<file path="config.mk">
export PLATFORM = sky130hd
export DESIGN_NAME = bts_ctrl
export DESIGN_NICKNAME = d
export VERILOG_FILES = /design/src/rtl/bts_pkg.sv /design/src/rtl/bts_route.sv /design/src/rtl/bts_target.sv /design/src/rtl/bts_ctrl.sv
export SDC_FILE = /design/constraint.sdc
export NUM_CORES = 1
export LEC_CHECK = 0
export ABC_AREA = 1
export BUFFER_PORTS_ARGS = -buffer_cell sky130_fd_sc_hd__buf_2
export CORE_MARGIN = 2
export CORE_UTILIZATION = 50
export CTS_CLUSTER_SIZE = 10
export DETAILED_ROUTE_END_ITERATION = 6
export PLACE_DENSITY = 0.93
export SLEW_MARGIN = 20
export SYNTH_ARGS = -nofsm -noshare
export SYNTH_HDL_FRONTEND = slang
export SYNTH_SLANG_ARGS = --single-unit
export TNS_END_PERCENT = 10
</file>
<file path="constraint.sdc">
create_clock -name clk -period 4.8 [get_ports clk]
set_input_delay 0.72 -clock clk [delete_from_list [all_inputs] [get_ports clk]]
set_output_delay 0.72 -clock clk [all_outputs]
set_load 0.01 [all_outputs]
</file>
<file path="src/rtl/bts_pkg.sv">
package bts_pkg;

    typedef enum logic [1:0] {
        SRC_FALL = 2'd0,
        SRC_STACK = 2'd1,
        SRC_BTB = 2'd2,
        SRC_IND = 2'd3
    } src_e;

    typedef struct packed {
        logic taken;
        src_e src;
        logic push;
        logic pop;
        logic used_stack;
        logic was_return;
        logic was_call;
        logic pushed;
        logic was_indirect;
        logic dir_fix;
    } verdict_t;

    localparam verdict_t VERDICT_NONE = '{
        taken: 1'b0, src: SRC_FALL, push: 1'b0, pop: 1'b0,
        used_stack: 1'b0, was_return: 1'b0, was_call: 1'b0,
        pushed: 1'b0, was_indirect: 1'b0, dir_fix: 1'b0
    };

endpackage

</file>
<file path="src/rtl/bts_route.sv">
// Decides taken verdict, target source, stack commands and history flags.
module bts_route
    import bts_pkg::*;
(
    input  logic     is_uncond,
    input  logic     is_call,
    input  logic     is_return,
    input  logic     is_direct,
    input  logic     dir_taken,
    input  logic     btb_hit,
    input  logic     ind_enable,
    input  logic     ind_hit,
    input  logic     stk_empty,
    output verdict_t verdict
);

    logic want_taken;
    logic use_btb;
    logic retract;

    assign want_taken = is_uncond | dir_taken;
    assign use_btb    = is_direct | ~ind_enable;
    assign retract    = is_call & ~is_uncond;

    always_comb begin
        verdict = VERDICT_NONE;
        if (!want_taken) begin
            verdict.was_return = is_return;
        end else if (is_return) begin
            verdict.was_return = 1'b1;
            if (!stk_empty) begin
                verdict.taken      = 1'b1;
                verdict.src        = SRC_STACK;
                verdict.pop        = 1'b1;
                verdict.used_stack = 1'b1;
            end
        end else begin
            verdict.push     = is_call;
            verdict.was_call = is_call;
            verdict.pushed   = is_call;
            if (use_btb) begin
                if (btb_hit) begin
                    verdict.taken = 1'b1;
                    verdict.src   = SRC_BTB;
                end else if (!is_call) begin
                    verdict.dir_fix = 1'b1;
                end else if (retract) begin
                    verdict.push   = 1'b0;
                    verdict.pushed = 1'b0;
                end
            end else begin
                verdict.was_indirect = 1'b1;
                if (ind_hit) begin
                    verdict.taken = 1'b1;
                    verdict.src   = SRC_IND;
                end else if (retract) begin
                    verdict.push   = 1'b0;
                    verdict.pushed = 1'b0;
                end
            end
        end
    end

endmodule

</file>
<file path="src/rtl/bts_target.sv">
// Forms the next fetch address from the selected source.
module bts_target
    import bts_pkg::*;
#(
    parameter int ADDR_W     = 32,
    parameter int INST_BYTES = 4
) (
    input  src_e              src,
    input  logic [ADDR_W-1:0] pc,
    input  logic [ADDR_W-1:0] btb_target,
    input  logic [ADDR_W-1:0] ind_target,
    input  logic [ADDR_W-1:0] stk_top,
    output logic [ADDR_W-1:0] next_pc
);

    localparam logic [ADDR_W-1:0] STEP = ADDR_W'(INST_BYTES);

    always_comb begin
        unique case (src)
            SRC_STACK: next_pc = stk_top + STEP;
            SRC_BTB:   next_pc = btb_target;
            SRC_IND:   next_pc = ind_target;
            default:   next_pc = pc + STEP;
        endcase
    end

endmodule

</file>
<file path="src/rtl/bts_ctrl.sv">
// Top: registers one prediction per valid lookup, timed by a two-state FSM.
module bts_ctrl
    import bts_pkg::*;
#(
    parameter int ADDR_W     = 32,
    parameter int INST_BYTES = 4
) (
    input  logic              clk,
    input  logic              rst_n,
    input  logic              in_valid,
    input  logic [ADDR_W-1:0] in_pc,
    input  logic              is_uncond,
    input  logic              is_call,
    input  logic              is_return,
    input  logic              is_direct,
    input  logic              dir_taken,
    input  logic              btb_hit,
    input  logic [ADDR_W-1:0] btb_target,
    input  logic              ind_enable,
    input  logic              ind_hit,
    input  logic [ADDR_W-1:0] ind_target,
    input  logic [ADDR_W-1:0] stk_top,
    input  logic              stk_empty,
    output logic              out_valid,
    output logic              out_taken,
    output logic [ADDR_W-1:0] out_next_pc,
    output logic              out_push,
    output logic [ADDR_W-1:0] out_push_pc,
    output logic              out_pop,
    output logic              out_used_stack,
    output logic              out_was_return,
    output logic              out_was_call,
    output logic              out_pushed,
    output logic              out_was_indirect,
    output logic              out_dir_fix
);

    typedef enum logic {
        ST_IDLE = 1'b0,
        ST_EMIT = 1'b1
    } state_e;

    state_e state_q, state_d;
    verdict_t verdict, verdict_q;
    logic [ADDR_W-1:0] next_pc, next_pc_q, push_pc_q;

    bts_route u_route (
        .is_uncond (is_uncond),
        .is_call   (is_call),
        .is_return (is_return),
        .is_direct (is_direct),
        .dir_taken (dir_taken),
        .btb_hit   (btb_hit),
        .ind_enable(ind_enable),
        .ind_hit   (ind_hit),
        .stk_empty (stk_empty),
        .verdict   (verdict)
    );

    bts_target #(.ADDR_W(ADDR_W), .INST_BYTES(INST_BYTES)) u_target (
        .src       (verdict.src),
        .pc        (in_pc),
        .btb_target(btb_target),
        .ind_target(ind_target),
        .stk_top   (stk_top),
        .next_pc   (next_pc)
    );

    // Transitions: TR_START, TR_STREAM, TR_DRAIN, TR_REST
    always_comb begin
        unique case (state_q)
            ST_IDLE: state_d = in_valid ? ST_EMIT : ST_IDLE;
            ST_EMIT: state_d = in_valid ? ST_EMIT : ST_IDLE;
            default: state_d = ST_IDLE;
        endcase
    end

    always_ff @(posedge clk) begin
        if (!rst_n) state_q <= ST_IDLE;
        else        state_q <= state_d;
    end

    always_ff @(posedge clk) begin
        if (!rst_n || !in_valid) begin
            verdict_q <= VERDICT_NONE;
            next_pc_q <= '0;
            push_pc_q <= '0;
        end else begin
            verdict_q <= verdict;
            next_pc_q <= next_pc;
            push_pc_q <= in_pc;
        end
    end

    assign out_valid        = (state_q == ST_EMIT);
    assign out_taken        = verdict_q.taken;
    assign out_next_pc      = next_pc_q;
    assign out_push         = verdict_q.push;
    assign out_push_pc      = push_pc_q;
    assign out_pop          = verdict_q.pop;
    assign out_used_stack   = verdict_q.used_stack;
    assign out_was_return   = verdict_q.was_return;
    assign out_was_call     = verdict_q.was_call;
    assign out_pushed       = verdict_q.pushed;
    assign out_was_indirect = verdict_q.was_indirect;
    assign out_dir_fix      = verdict_q.dir_fix;

endmodule

</file>
==> flow_summary.toml <==
[routing]
via_count = 4774
wl_per_cell_um = 13.5
drt_iter0_drc = 383
met1_length_mm = 5.74
wl_mm = 13.0
top_layer = "met4"
drtAntennaViolNets = 0
met3RoutedLength_mm = 1.19
met2_length_mm = 5.84
drt-pass1-iter-count = 5
post_drt_via_cell_ratio = 4.98
drc = 0

[layout]
final_util_pct = 67.2
seq_area_um2 = 1440
multi_input_area_um2 = 2290
final_nets = 990
final.fill_count = 765
drive_gt1_share_pct = 32.8
diodes = 0
area_delta_synth_final_pct = 31.7
final_cells = 959

[grt]
grt_usage_pct = 28.6
grt_pass1_vias = 4385
grt_pass1_wl_mm = 20.3
antenna_found_initial = 0
grt_overflow_total = 0
grt_max_degree = 65

[setup_path]
crit_arrival_ps = 3360
worst_setup_path_end_kind = "flip-flop"
critPathMaxFanout = 53
cp_slowest_cell = "nand3_2"
max_stage_delay_ps = 680
path_class = "input port to flip-flop"
start_kind = "input port"
cp_cell_sequence = "buf_2 > inv_1 > nand2_1 > nand3_2 > buf_4 > nand2_1 > o21ai_0 > nor2_1 > nand2_1 > nor2_1 > nand3_1 > nand2_1 > nand2_1 > nand2_1 > a21oi_1"
required_ps = 5000
cpMostUsedCell = "nand2_1"

[sta]
timing.final.hold_violations = 0
fin_crit_sh_pct = 65.8
fin_crit_ps = 3160
setup_viol_count_final = 0
relSlewSlack_pct = 32.2
max_freq_ghz = 0.317
fin_ws_ps = 1640
finalSetupTns_ps = 0
report.final.slew_viol_count = 0
tightestPinTransition_ps = 1010
rsz0062_at_grt = "no"

[floorplanning]
io_pins = 214
die_h_um = 95.1
die_area_um2 = 9040
core_area_um2 = 8130
rows = 33
initial_utilization_pct = 51.0
die_w_um = 95.1

[placement]
gp_congestion = 1.04
dp_hpwl_mm = 10.5
io_buffers = 213
dpl.cell_count = 943
pre_cts_slack_ps = 1380

[synth]
synth_cell_types = 31
ys_ff_latch = 72
yosysSeqAreaShare_pct = 34.7
yosysWarnings = 0
synth_area_per_cell_um2 = 6.40
syn_area_um2 = 4150
syn_inst = 648
synthesis.nets = 789

[power]
leakagePower_uw = 0.00301
max-vdd-ir-drop_mv = 0.163
p_per_area_nw_per_um2 = 282

[hold_path]
hp-start = "is_call"
hold_path.class = "input port to flip-flop"
hold-path-endpoint = "out_dir_fix"
holdPathStages = 2

[clock_tree]
cts_max_level = 3
path_clk_slew_ps = 80
post_cts_resized = 0
cts_setup_buffers = 0
cts_tree = "built"
cts-root-buf = "clkbuf_8"
clock_path_buffers = 2
cts_sinks = 72
cts_made_buffers = 9
cts_hold_buf = 0

[job]
cap_viol_max_count = 0

[status]
outcome = "completed"
-- cell usage after synthesis (all sizes together) --
cell type  instances  area [µm²]
a22oi             31         233
or2                1        6.26
xor2               6        52.6
nor3               1        16.3
buf               20         126
clkbuf             6        22.5
nand2            224         896
ha                 1        12.5
a31oi              2        12.5
o21a               1        7.51
inv               71         267
nand3             28         168
clkinv             1        3.75
a21oi             33         173
nand4              8        50.1
o31ai              1        7.51
nor2             107         484
o21ai             33         165
nor4               1        6.26
dfxtp             72        1440
-- layer usage --
metal,vias up,global-route usage (%)
met5,-,0
met4,0,8.82
met3,20,6.25
met2,228,45.7
met1,2079,38.4
li1,2447,-
-- critical path: cells and delay by family --
kind | cells | cell delay, ps
AO/OA/AOI/OAI | 2 | 300
AND/OR/NAND/NOR | 10 | 1730
buffers and inverters | 3 | 610
-- final cells by class --
cell class | instances | share of cell area (%)
Inverter | 72 | 4.94
Clock buffer | 9 | 2.27
Multi-Input combinational cell | 478 | 41.9
Timing Repair Buffer | 216 | 19.9
Sequential cell | 72 | 26.4
Clock inverter | 7 | 2.17
Tap cell | 105 | 2.40
-- where the power goes --
| part | total [µW] | switching [µW] | internal, µW |
|---|---|---|---|
| Clock | 585 | 240 | 346 |
| Sequential | 630 | 5.91 | 624 |
| Combinational | 328 | 206 | 122 |
-- placed cells by master (no fill, tap or decap) --
master      Yosys  final
nor4_1          1      1
nand2_2        16     17
inv_2           4      4
nor2_4          8      8
o21ai_0        24     24
a21oi_2         2      2
nor3_4          1      1
o21a_1          1      1
dfxtp_1        72     72
nand2_1       206    205
o21ai_1         9      9
buf_4           3      3
xor2_1          6      6
clkbuf_8        0      9
nand3_2         3      3
nand3_1        24     24
nand3_4         1      1
nand2_4         2      2
nand4_1         8      8
inv_6           0      1
nor2_1         90     90
clkinv_1        1      1
bufinv_16       0      3
clkinvlp_4      0      2
o31ai_1         1      1
inv_1          67     67
or2_2           1      1
buf_2          14    213
nor2_2          9      9
a31oi_1         2      2
a22oi_1        31     31
ha_1            1      1
clkinv_2        0      1
a21oi_1        31     31
-- worst max path at each step --
stage	startpoint	to	slack [ps]	cells past startpoint
after floorplan	is_uncond	out_next_pc[14]	2530	14
after global placement	is_uncond	out_next_pc[25]	1410	15
after detailed placement	is_uncond	out_next_pc[25]	1380	15
after CTS	is_uncond	out_next_pc[25]	1770	15
after global routing	is_uncond	out_next_pc[25]	1360	15
final	is_uncond	out_next_pc[25]	1640	15
-- cell families (layout without fill, tap and decap cells) --
family / Yosys count / after routing / share of synthesized area [%]
compound gates: 101 / 101 / 14.4
buf+inv: 98 / 304 / 10.1
xor+xnor: 6 / 6 / 1.27
fa+ha+maj: 1 / 1 / 0.301
simple gates: 370 / 370 / 39.2
flops: 72 / 72 / 34.7
-- per-stage QoR --
stage               total power, µW  area (µm²)  hold WS [ps]
floorplan                       835        4150           798
global placement                964        5220           904
detailed placement              967        5220           918
CTS                            1550        5470           552
global route                   1620        5470           549
finish                         1540        5470           551
No activity file was read; power rests on OpenSTA's default activity.
